**src/rtl/wdt_pkg.sv**
```systemverilog
package wdt_pkg;

   typedef enum logic {
      CLR_SINGLE = 1'b0,
      CLR_DUAL   = 1'b1
   } clr_mode_e;

   typedef struct packed {
      logic single;
      logic half_a;
      logic half_b;
   } clr_cmd_t;

endpackage

```
**src/rtl/wdt_stage.sv**
```systemverilog
module wdt_stage #(
   parameter int W = 8
) (
   input  logic clk_i,
   input  logic rst_ni,
   input  logic restart_i,
   input  logic inc_i,
   output logic carry_o
);
   localparam logic [W-1:0] TOP = {W{1'b1}};

   if (W < 1) begin : g_bad_width
      $error("wdt_stage: W must be at least 1");
   end

   logic [W-1:0] val_q;

   always_ff @(posedge clk_i or negedge rst_ni) begin
      if (!rst_ni)        val_q <= '0;
      else if (restart_i) val_q <= '0;
      else if (inc_i)     val_q <= val_q + 1'b1;
   end

   assign carry_o = inc_i && (val_q == TOP);

   p_restart_zero_r8: assert property (@(posedge clk_i) disable iff (!rst_ni)
      restart_i |=> (val_q == '0));

   p_hold_without_tick_r3: assert property (@(posedge clk_i) disable iff (!rst_ni)
      (!inc_i && !restart_i) |=> $stable(val_q));

endmodule

```
**src/rtl/wdt_clear_pair.sv**
```systemverilog
module wdt_clear_pair
   import wdt_pkg::*;
(
   input  logic      clk_i,
   input  logic      rst_ni,
   input  clr_mode_e mode_i,
   input  clr_cmd_t  cmd_i,
   input  logic      abort_i,
   output logic      svc_o
);
   logic seen_a_q, seen_b_q;
   logic pair_done;

   assign pair_done = (seen_a_q || cmd_i.half_a) && (seen_b_q || cmd_i.half_b)
                      && (cmd_i.half_a || cmd_i.half_b);

   always_comb begin
      unique case (mode_i)
         CLR_DUAL: svc_o = pair_done;
         default:  svc_o = cmd_i.single;
      endcase
   end

   always_ff @(posedge clk_i or negedge rst_ni) begin
      if (!rst_ni) begin
         seen_a_q <= 1'b0;
         seen_b_q <= 1'b0;
      end else if (mode_i != CLR_DUAL || svc_o || abort_i) begin
         seen_a_q <= 1'b0;
         seen_b_q <= 1'b0;
      end else begin
         seen_a_q <= seen_a_q || cmd_i.half_a;
         seen_b_q <= seen_b_q || cmd_i.half_b;
      end
   end

   p_record_cleared_r7: assert property (@(posedge clk_i) disable iff (!rst_ni)
      (svc_o || abort_i) |=> (!seen_a_q && !seen_b_q));

   p_lone_half_r6: assert property (@(posedge clk_i) disable iff (!rst_ni)
      (mode_i == CLR_DUAL && !cmd_i.half_b && !seen_b_q) |-> !svc_o);

   p_single_ignores_halves_r4: assert property (@(posedge clk_i) disable iff (!rst_ni)
      (mode_i == CLR_SINGLE && !cmd_i.single) |-> !svc_o);

   p_dual_ignores_single_r5: assert property (@(posedge clk_i) disable iff (!rst_ni)
      (mode_i == CLR_DUAL && !cmd_i.half_a && !cmd_i.half_b) |-> !svc_o);

endmodule

```
**src/rtl/wdt_dual_clear.sv**
```systemverilog
module wdt_dual_clear
   import wdt_pkg::*;
#(
   parameter int PRESCALE_W = 8,
   parameter int COUNT_W    = 8
) (
   input  logic clk_i,
   input  logic rst_ni,
   input  logic tick_i,
   input  logic dual_mode_i,
   input  logic clr_i,
   input  logic clr_a_i,
   input  logic clr_b_i,
   input  logic halt_enter_i,
   input  logic wake_i,
   output logic timeout_o,
   output logic halt_timeout_o
);
   localparam int TOTAL_W = PRESCALE_W + COUNT_W;

   if (PRESCALE_W < 0) begin : g_bad_pre
      $error("wdt_dual_clear: PRESCALE_W must not be negative");
   end
   if (COUNT_W < 1) begin : g_bad_cnt
      $error("wdt_dual_clear: COUNT_W must be at least 1");
   end
   if (TOTAL_W > 30) begin : g_bad_total
      $error("wdt_dual_clear: total width too large");
   end

   clr_mode_e mode;
   clr_cmd_t  cmd;
   logic      svc, restart, pre_carry, expire, fire;
   logic      halted_q, timeout_q, halt_to_q;

   assign mode    = dual_mode_i ? CLR_DUAL : CLR_SINGLE;
   assign cmd     = '{single: clr_i, half_a: clr_a_i, half_b: clr_b_i};
   assign restart = svc || halt_enter_i;
   assign fire    = expire && !restart;

   wdt_clear_pair u_pair (
      .clk_i   (clk_i),
      .rst_ni  (rst_ni),
      .mode_i  (mode),
      .cmd_i   (cmd),
      .abort_i (fire),
      .svc_o   (svc)
   );

   if (PRESCALE_W == 0) begin : g_no_pre
      assign pre_carry = tick_i;
   end else begin : g_pre
      wdt_stage #(.W(PRESCALE_W)) u_pre (
         .clk_i     (clk_i),
         .rst_ni    (rst_ni),
         .restart_i (restart),
         .inc_i     (tick_i),
         .carry_o   (pre_carry)
      );
   end

   wdt_stage #(.W(COUNT_W)) u_main (
      .clk_i     (clk_i),
      .rst_ni    (rst_ni),
      .restart_i (restart),
      .inc_i     (pre_carry),
      .carry_o   (expire)
   );

   always_ff @(posedge clk_i or negedge rst_ni) begin
      if (!rst_ni) begin
         halted_q  <= 1'b0;
         timeout_q <= 1'b0;
         halt_to_q <= 1'b0;
      end else begin
         timeout_q <= fire;
         halt_to_q <= fire && halted_q;
         if (halt_enter_i)          halted_q <= 1'b1;
         else if (wake_i || fire)   halted_q <= 1'b0;
      end
   end

   assign timeout_o      = timeout_q;
   assign halt_timeout_o = halt_to_q;

   p_one_cycle_pulse_r2: assert property (@(posedge clk_i) disable iff (!rst_ni)
      timeout_o |=> !timeout_o);

   p_halt_flag_with_timeout_r9: assert property (@(posedge clk_i) disable iff (!rst_ni)
      halt_timeout_o |-> timeout_o);

   p_restart_suppresses_r10: assert property (@(posedge clk_i) disable iff (!rst_ni)
      restart |=> !timeout_o);

   p_quiet_after_reset_r1: assert property (@(posedge clk_i)
      !rst_ni |=> (!timeout_o && !halt_timeout_o));

endmodule

```
**config.mk**
```make
export PLATFORM = sky130hd
export DESIGN_NAME = wdt_dual_clear
export DESIGN_NICKNAME = d
export VERILOG_FILES = /design/src/rtl/wdt_pkg.sv /design/src/rtl/wdt_stage.sv /design/src/rtl/wdt_clear_pair.sv /design/src/rtl/wdt_dual_clear.sv
export SDC_FILE = /design/constraint.sdc
export NUM_CORES = 1
export LEC_CHECK = 0
export ABC_AREA = 1
export BUFFER_PORTS_ARGS = -buffer_cell sky130_fd_sc_hd__buf_2
export CAP_MARGIN = 20
export CORE_MARGIN = 2
export CORE_UTILIZATION = 30
export CTS_BUF_LIST = sky130_fd_sc_hd__clkbuf_8
export DETAILED_ROUTE_END_ITERATION = 8
export GPL_TIMING_DRIVEN = 1
export PLACE_DENSITY = 0.45
export SYNTH_ARGS = -nofsm -noshare
export SYNTH_HDL_FRONTEND = slang
export SYNTH_SLANG_ARGS = --single-unit
export TNS_END_PERCENT = 30
```
**constraint.sdc**
```tcl
create_clock -name clk_i -period 1.25 [get_ports clk_i]
set_clock_uncertainty 0.05 [all_clocks]
set_input_delay 0.125 -clock clk_i [delete_from_list [all_inputs] [get_ports clk_i]]
set_output_delay 0.125 -clock clk_i [all_outputs]
set_load 0.1 [all_outputs]
```
Word level (Yosys, flattened, before mapping)
Index checks and enable logic that the tools add are counted.
{"block": "totals", "regBits": 21, "in_bits": 9, "output_inout_bits": 2, "wordCells": 39}
{"block": "op_classes", "n_addsub": 2, "n_eq_ne": 2, "muxes": 10, "bitwise": 1, "n_reduce_logical": 17}
{"op": "$mux 8", "count": 4}
{"op": "$add 8x1->8 const B", "count": 2}
{"op": "$eq 8x8->1 const B", "count": 2}
{"op": "$logic_or 1x1->1", "count": 7}
{"op": "$logic_and 1x1->1", "count": 6}
{"op": "$mux 1", "count": 6}
{"op": "$reduce_bool 2->1", "count": 3}
{"op": "$logic_not 1->1", "count": 1}
{"op": "$not 1->1", "count": 1}

Logic depth before layout (Yosys ltp)
{"block": "logic_depth", "word_depth": 10, "mapped_depth": 8, "mapped_depth_nobuf": 8}

Hierarchy
A second synthesis with hierarchy kept.
{"block": "hier_totals", "hier_cells": 156, "area_unflattened_um2": 1173.6}
{"module": "wdt_stage", "n_inst": 2, "cells_per_inst": 61, "area_each_um2": 462.9, "seq_area_each_um2": 200.2}
{"module": "wdt_dual_clear", "n_inst": 1, "cells_per_inst": 15, "area_each_um2": 125.1, "seq_area_each_um2": 75.1}
{"module": "wdt_clear_pair", "n_inst": 1, "cells_per_inst": 19, "area_each_um2": 122.6, "seq_area_each_um2": 50.0}

Worst setup path before layout
OpenSTA, ideal clock, no wires.
{"block": "synth_timing", "path_type": "flip-flop to flip-flop", "start": "register g_pre.u_pre.val_q[0]", "end": "register u_main.val_q[7]", "setup_ns": 0.119, "t_arrival_ns": 1.112, "required_time_ns": 1.081, "path_slack_ns": -0.031, "path_stages_with_launch": 8, "n_path_buf": 0, "period_less_slack_ns": 1.281, "cell_sequence": "dfrtp_1 > ha_1 > nand2_1 > nor2_2 > nand2_4 > clkinv_4 > a21oi_1 > nor2_1"}
{"block": "synth_via", "elab_chain_cells": 3}
{"element": "from (decl)", "line": "wdt_stage.sv:16", "source": "logic [W-1:0] val_q;"}
{"element": "from (signal assigned)", "line": "wdt_stage.sv:21", "source": "else if (inc_i) val_q <= val_q + 1'b1;"}
{"element": "$eq 8x8->1", "line": "wdt_stage.sv:24", "source": "assign carry_o = inc_i && (val_q == TOP);"}
{"element": "$logic_and 1x1->1", "line": "wdt_stage.sv:24"}
{"element": "$reduce_bool 2->1 (no line)"}
{"element": "to (signal assigned)", "line": "wdt_stage.sv:21"}
{"element": "to (decl)", "line": "wdt_stage.sv:16"}
No other way between the ends.
A chain may end at the register's enable or synchronous reset.

Worst setup path after layout
Ends and elaborated chain as after synthesis.

==> impl_summary.log <==
[metrics] routability-driven placement congestion ratio: 0.7882
[metrics] critical path class: reg -> reg
[metrics] area growth from synthesis to layout: 31.43%
[metrics] crit path DAT: 1.41 ns
[metrics] delay of the slowest cell on the worst path: 0.40 ns
[metrics] nets in the synthesized netlist: 158
[metrics] run status: complete, but fails checks
[metrics] CTS clock-pin slew for the worst setup and hold paths: 0.08 ns
[metrics] power density over the cells: 839.6 mW/mm²
[metrics] combinational family with the most area after synthesis: simple AND/OR/NAND/NOR gates
[metrics] Crit path top cell by count: sky130_fd_sc_hd__nand2_4
[metrics] family with the most delay on the worst path: simple AND/OR/NAND/NOR gates
[metrics] share of cells above drive strength 1: 34.46%
[metrics] GRT Total Usage: 12.25%
[metrics] top cell types by occurrence after synthesis: sky130_fd_sc_hd__nand2_1 (33), sky130_fd_sc_hd__nor2_1 (26), sky130_fd_sc_hd__dfrtp_1 (21)
[metrics] initial antenna violation count: 0
[metrics] largest cells by area after synthesis: sky130_fd_sc_hd__dfrtp_1 (45%), sky130_fd_sc_hd__nand2_1 (11%), sky130_fd_sc_hd__nor2_1 (8.4%)
[metrics] number of cell rows: 22
[metrics] number of nets in the layout: 189
[metrics] routed length per placed instance: 10.90 µm
[metrics] Critical Path Fanout Max: 9
[metrics] CP Launch Type: flop
[metrics] area fraction in and, or, nand and nor cells after synthesis: 34.23%
[metrics] endpoint class of the critical path: flop
[metrics] number of fill cells: 365
[metrics] RSZ-0062 raised after global routing: yes
[metrics] share of the clock period used by the worst path after layout: 104.2%
[metrics] H-tree depth: 1
[metrics] part of the Yosys area used for sequential elements: 45.36%
[metrics] worst-case register-to-register setup slack: -0.05 ns
[metrics] TritonCTS clock tree: done
[metrics] sink count of the clock tree: 21
[metrics] total power after layout: 1.279 mW
[metrics] wirelength, routed: 2.453 mm
[metrics] largest net degree at the start of global routing: 22
[metrics] leakage power: 0.7329 nW
[metrics] I/O pin cnt: 11
[metrics] violated checks: setup timing
[metrics] most frequently used cell type in the post-synthesis netlist: sky130_fd_sc_hd__nand2_1
[metrics] width of the chip: 66.15 µm
[metrics] library cell with the largest summed area after synthesis: sky130_fd_sc_hd__dfrtp_1
[metrics] post-route ant nets: 0
[metrics] cell area after synthesis: 0.001159 mm²
[metrics] die outline height: 66.15 µm
[metrics] total inserted antenna cells: 0
[metrics] count of synthesis-stage warnings from yosys: 0
[metrics] worst setup slack after layout: -0.05211 ns
[metrics] count of input and output buffers: 10
[metrics] unique cell type count in the Yosys netlist: 25
[metrics] min Tclk post-route: 1.302 ns
[metrics] ys async rst share: 100.0%
[metrics] Detailed Routing Iterations Pass 1: 4
[metrics] detail-routed via count per cell: 4.378
[metrics] Seq. cell area: 525.5 µm²
[metrics] total number of vias: 985
[metrics] Relative slew margins: 67.72%
[metrics] number of enable-type register cells in the synthesized netlist: 0
[metrics] Slowest cell on crit path: sky130_fd_sc_hd__dfrtp_1
[metrics] insertion delay of the later-clocked pin in the worst-skew pair: 0.26 ns
[metrics] count of maximum capacitance violations: 0
[metrics] number of buffers inserted during clock tree synthesis: 3
[metrics] wire length of the first global-routing pass: 4.105 mm
[metrics] total count of hold-check failures in the final report: 0
[metrics] top_reg_cell synth: sky130_fd_sc_hd__dfrtp_1
[metrics] Starting Density: 31.41%
[metrics] Max VDD drop: 0.4838 mV
[metrics] adder-cell area share of the yosys netlist: 2.160%
[metrics] Core Area: 0.003689 mm²
[metrics] die area: 0.004375 mm²
[metrics] buffer depth of the longest clock path: 2
[metrics] iteration-0 DRC count of the detailed router: 27
[metrics] classification of the worst-slack hold path: in -> reg
[metrics] critical-path cell list: ha_4, nand2_4, nor2_4, nand2_4, clkinv_4, nand3_1, nand2_1, nor2_1
[metrics] number of instances in the synthesized netlist: 147
[metrics] multi-input combinational cell area: 641.9 µm²
[metrics] post-synthesis area per instance: 7.882 µm²
[metrics] Synth Area in Compound Gates: 7.667%
[metrics] required time of the critical path: 1.35 ns
[metrics] placed standard-cell area: 0.001353 mm²
[metrics] achievable clock frequency: 768.0 MHz
[metrics] number of storage elements in the synthesis netlist: 21
[metrics] Critical path buffers and inverters: 1
[metrics] via count of the first global-routing pass: 914
[metrics] xor and xnor area share after synthesis: 3.024%
[metrics] Least-Margin Pin Slew: 0.4842 ns
[metrics] Yosys top cell area share: 45.36%
[metrics] mux cell area share after synthesis: 0%
[metrics] Root Buffer: sky130_fd_sc_hd__clkbuf_8
[metrics] GR Overflow Total: 0
[metrics] total setup violations reported at the end of the flow: 10
[metrics] DRC viols: 0
[metrics] pins over their slew limit: 0
[metrics] placed wire-length estimate after detailed placement: 1.708 mm
[metrics] area of all placed cells without fillers: 0.001523 mm²
timing repair:
item / in CTS / in global routing
pin swaps: 3 / 1
hold buffers: 1 / 0
cloned: 1 / 0
endpoints found under the hold margin: 21 / 0
gates resized for setup: 8 / 15
buffers inserted: 2 / 1
setup endpoints to repair: 13 / 20
path summary, 6_finish.rpt:
check,depth (start not counted),endpoint,start
worst min-delay path,4,halted_q$_DFFE_PN0P_,wake_i
worst min register to register,2,halt_timeout_o$_DFF_PN0_,halted_q$_DFFE_PN0P_
worst max-delay path,8,u_main.val_q[7]$_DFFE_PN0P_,g_pre.u_pre.val_q[0]$_DFFE_PN0P_
min in group asynchronous,2,g_pre.u_pre.val_q[4]$_DFFE_PN0P_,rst_ni
worst max register to register,8,u_main.val_q[7]$_DFFE_PN0P_,g_pre.u_pre.val_q[0]$_DFFE_PN0P_
max in group asynchronous,2,u_main.val_q[6]$_DFFE_PN0P_,rst_ni
routing by layer:
metal | global-route usage, % | share of wire (%)
met5 | 0 | 0
met4 | 2.296 | 0.53
met3 | 4.089 | 3.5
met2 | 19.13 | 47
met1 | 16.58 | 49
power by group:
group          internal [mW]  switching, mW
sequential             0.689        0.00756
combinational         0.0532         0.0753
clock                  0.222          0.231
total                  0.965          0.314
per-stage QoR:
stage / hold WS (ns) / setup TNS (ns) / std cells / util (%) / setup WS, ns
final: 0.07764 / -0.3381 / 225 / 41.28 / -0.05211
after global routing: 0.09485 / -1.244 / 225 / 41.28 / -0.1432
after CTS: 0.07558 / -0.5394 / 224 / 39.42 / -0.07024
after detailed placement: 0.07423 / -0.7440 / 216 / 36.67 / -0.1016
after global placement: 0.06188 / -0.4880 / 216 / 36.67 / -0.06817
after floorplan: -0.2206 / -0.00005784 / 147 / - / -0.00005784
state kept, by name, summed over array words and instances, names as in the netlist:
name and count:
halted_q 1, u_pair.seen_b_q 1, u_pair.seen_a_q 1, halt_timeout_o 1
g_pre.u_pre.val_q 8, u_main.val_q 8, timeout_o 1
kinds of logic after synthesis:
| group | Yosys count |
|---|---|
| xor gates and xnor gates | 4 |
| adders and majority gates | 2 |
| and+or+nand+nor | 86 |
| buffers and inverters | 20 |
| DFF | 21 |
| AOI/OAI and AO/OA | 14 |
final cells by class:
cell class                      count  area share (%)
Tap cell                           48           3.944
Inverter                           19           5.012
Sequential cell                    21           34.51
Multi-Input combinational cell    107           42.15
Clock inverter                      1          0.3287
Timing Repair Buffer               26           11.34
Clock buffer                        3           2.712
worst min-delay path, delay by kind of cell:
family,cells,cell delay (ns)
buffers and inverters,1,0.08
and+or+nand+nor,2,0.11
AOI/OAI and AO/OA,1,0.04
cell usage in the layout (no fill, tap or decap), types with 2 or more instances in the layout:
| cell type | netlist | routed |
|---|---|---|
| sky130_fd_sc_hd__a21oi_1 | 7 | 5 |
| sky130_fd_sc_hd__dfrtp_1 | 21 | 21 |
| sky130_fd_sc_hd__nand2_1 | 33 | 29 |
| sky130_fd_sc_hd__o21bai_1 | 3 | 3 |
| sky130_fd_sc_hd__nand3_2 | 1 | 3 |
| sky130_fd_sc_hd__buf_2 | 0 | 10 |
| sky130_fd_sc_hd__nor2_2 | 4 | 4 |
| sky130_fd_sc_hd__o21ai_1 | 0 | 2 |
| sky130_fd_sc_hd__nor3_1 | 3 | 3 |
| sky130_fd_sc_hd__inv_2 | 2 | 3 |
| sky130_fd_sc_hd__a21oi_2 | 0 | 2 |
| sky130_fd_sc_hd__nor2_4 | 1 | 5 |
| sky130_fd_sc_hd__nand2_2 | 0 | 4 |
| sky130_fd_sc_hd__inv_1 | 16 | 15 |
| sky130_fd_sc_hd__clkbuf_8 | 0 | 3 |
| sky130_fd_sc_hd__nand2_4 | 2 | 3 |
| sky130_fd_sc_hd__xor2_1 | 3 | 3 |
| sky130_fd_sc_hd__nor2_1 | 26 | 22 |
| sky130_fd_sc_hd__nand3_1 | 11 | 9 |
| sky130_fd_sc_hd__buf_4 | 0 | 15 |
Note: power is estimated with default switching activity, not from simulation.
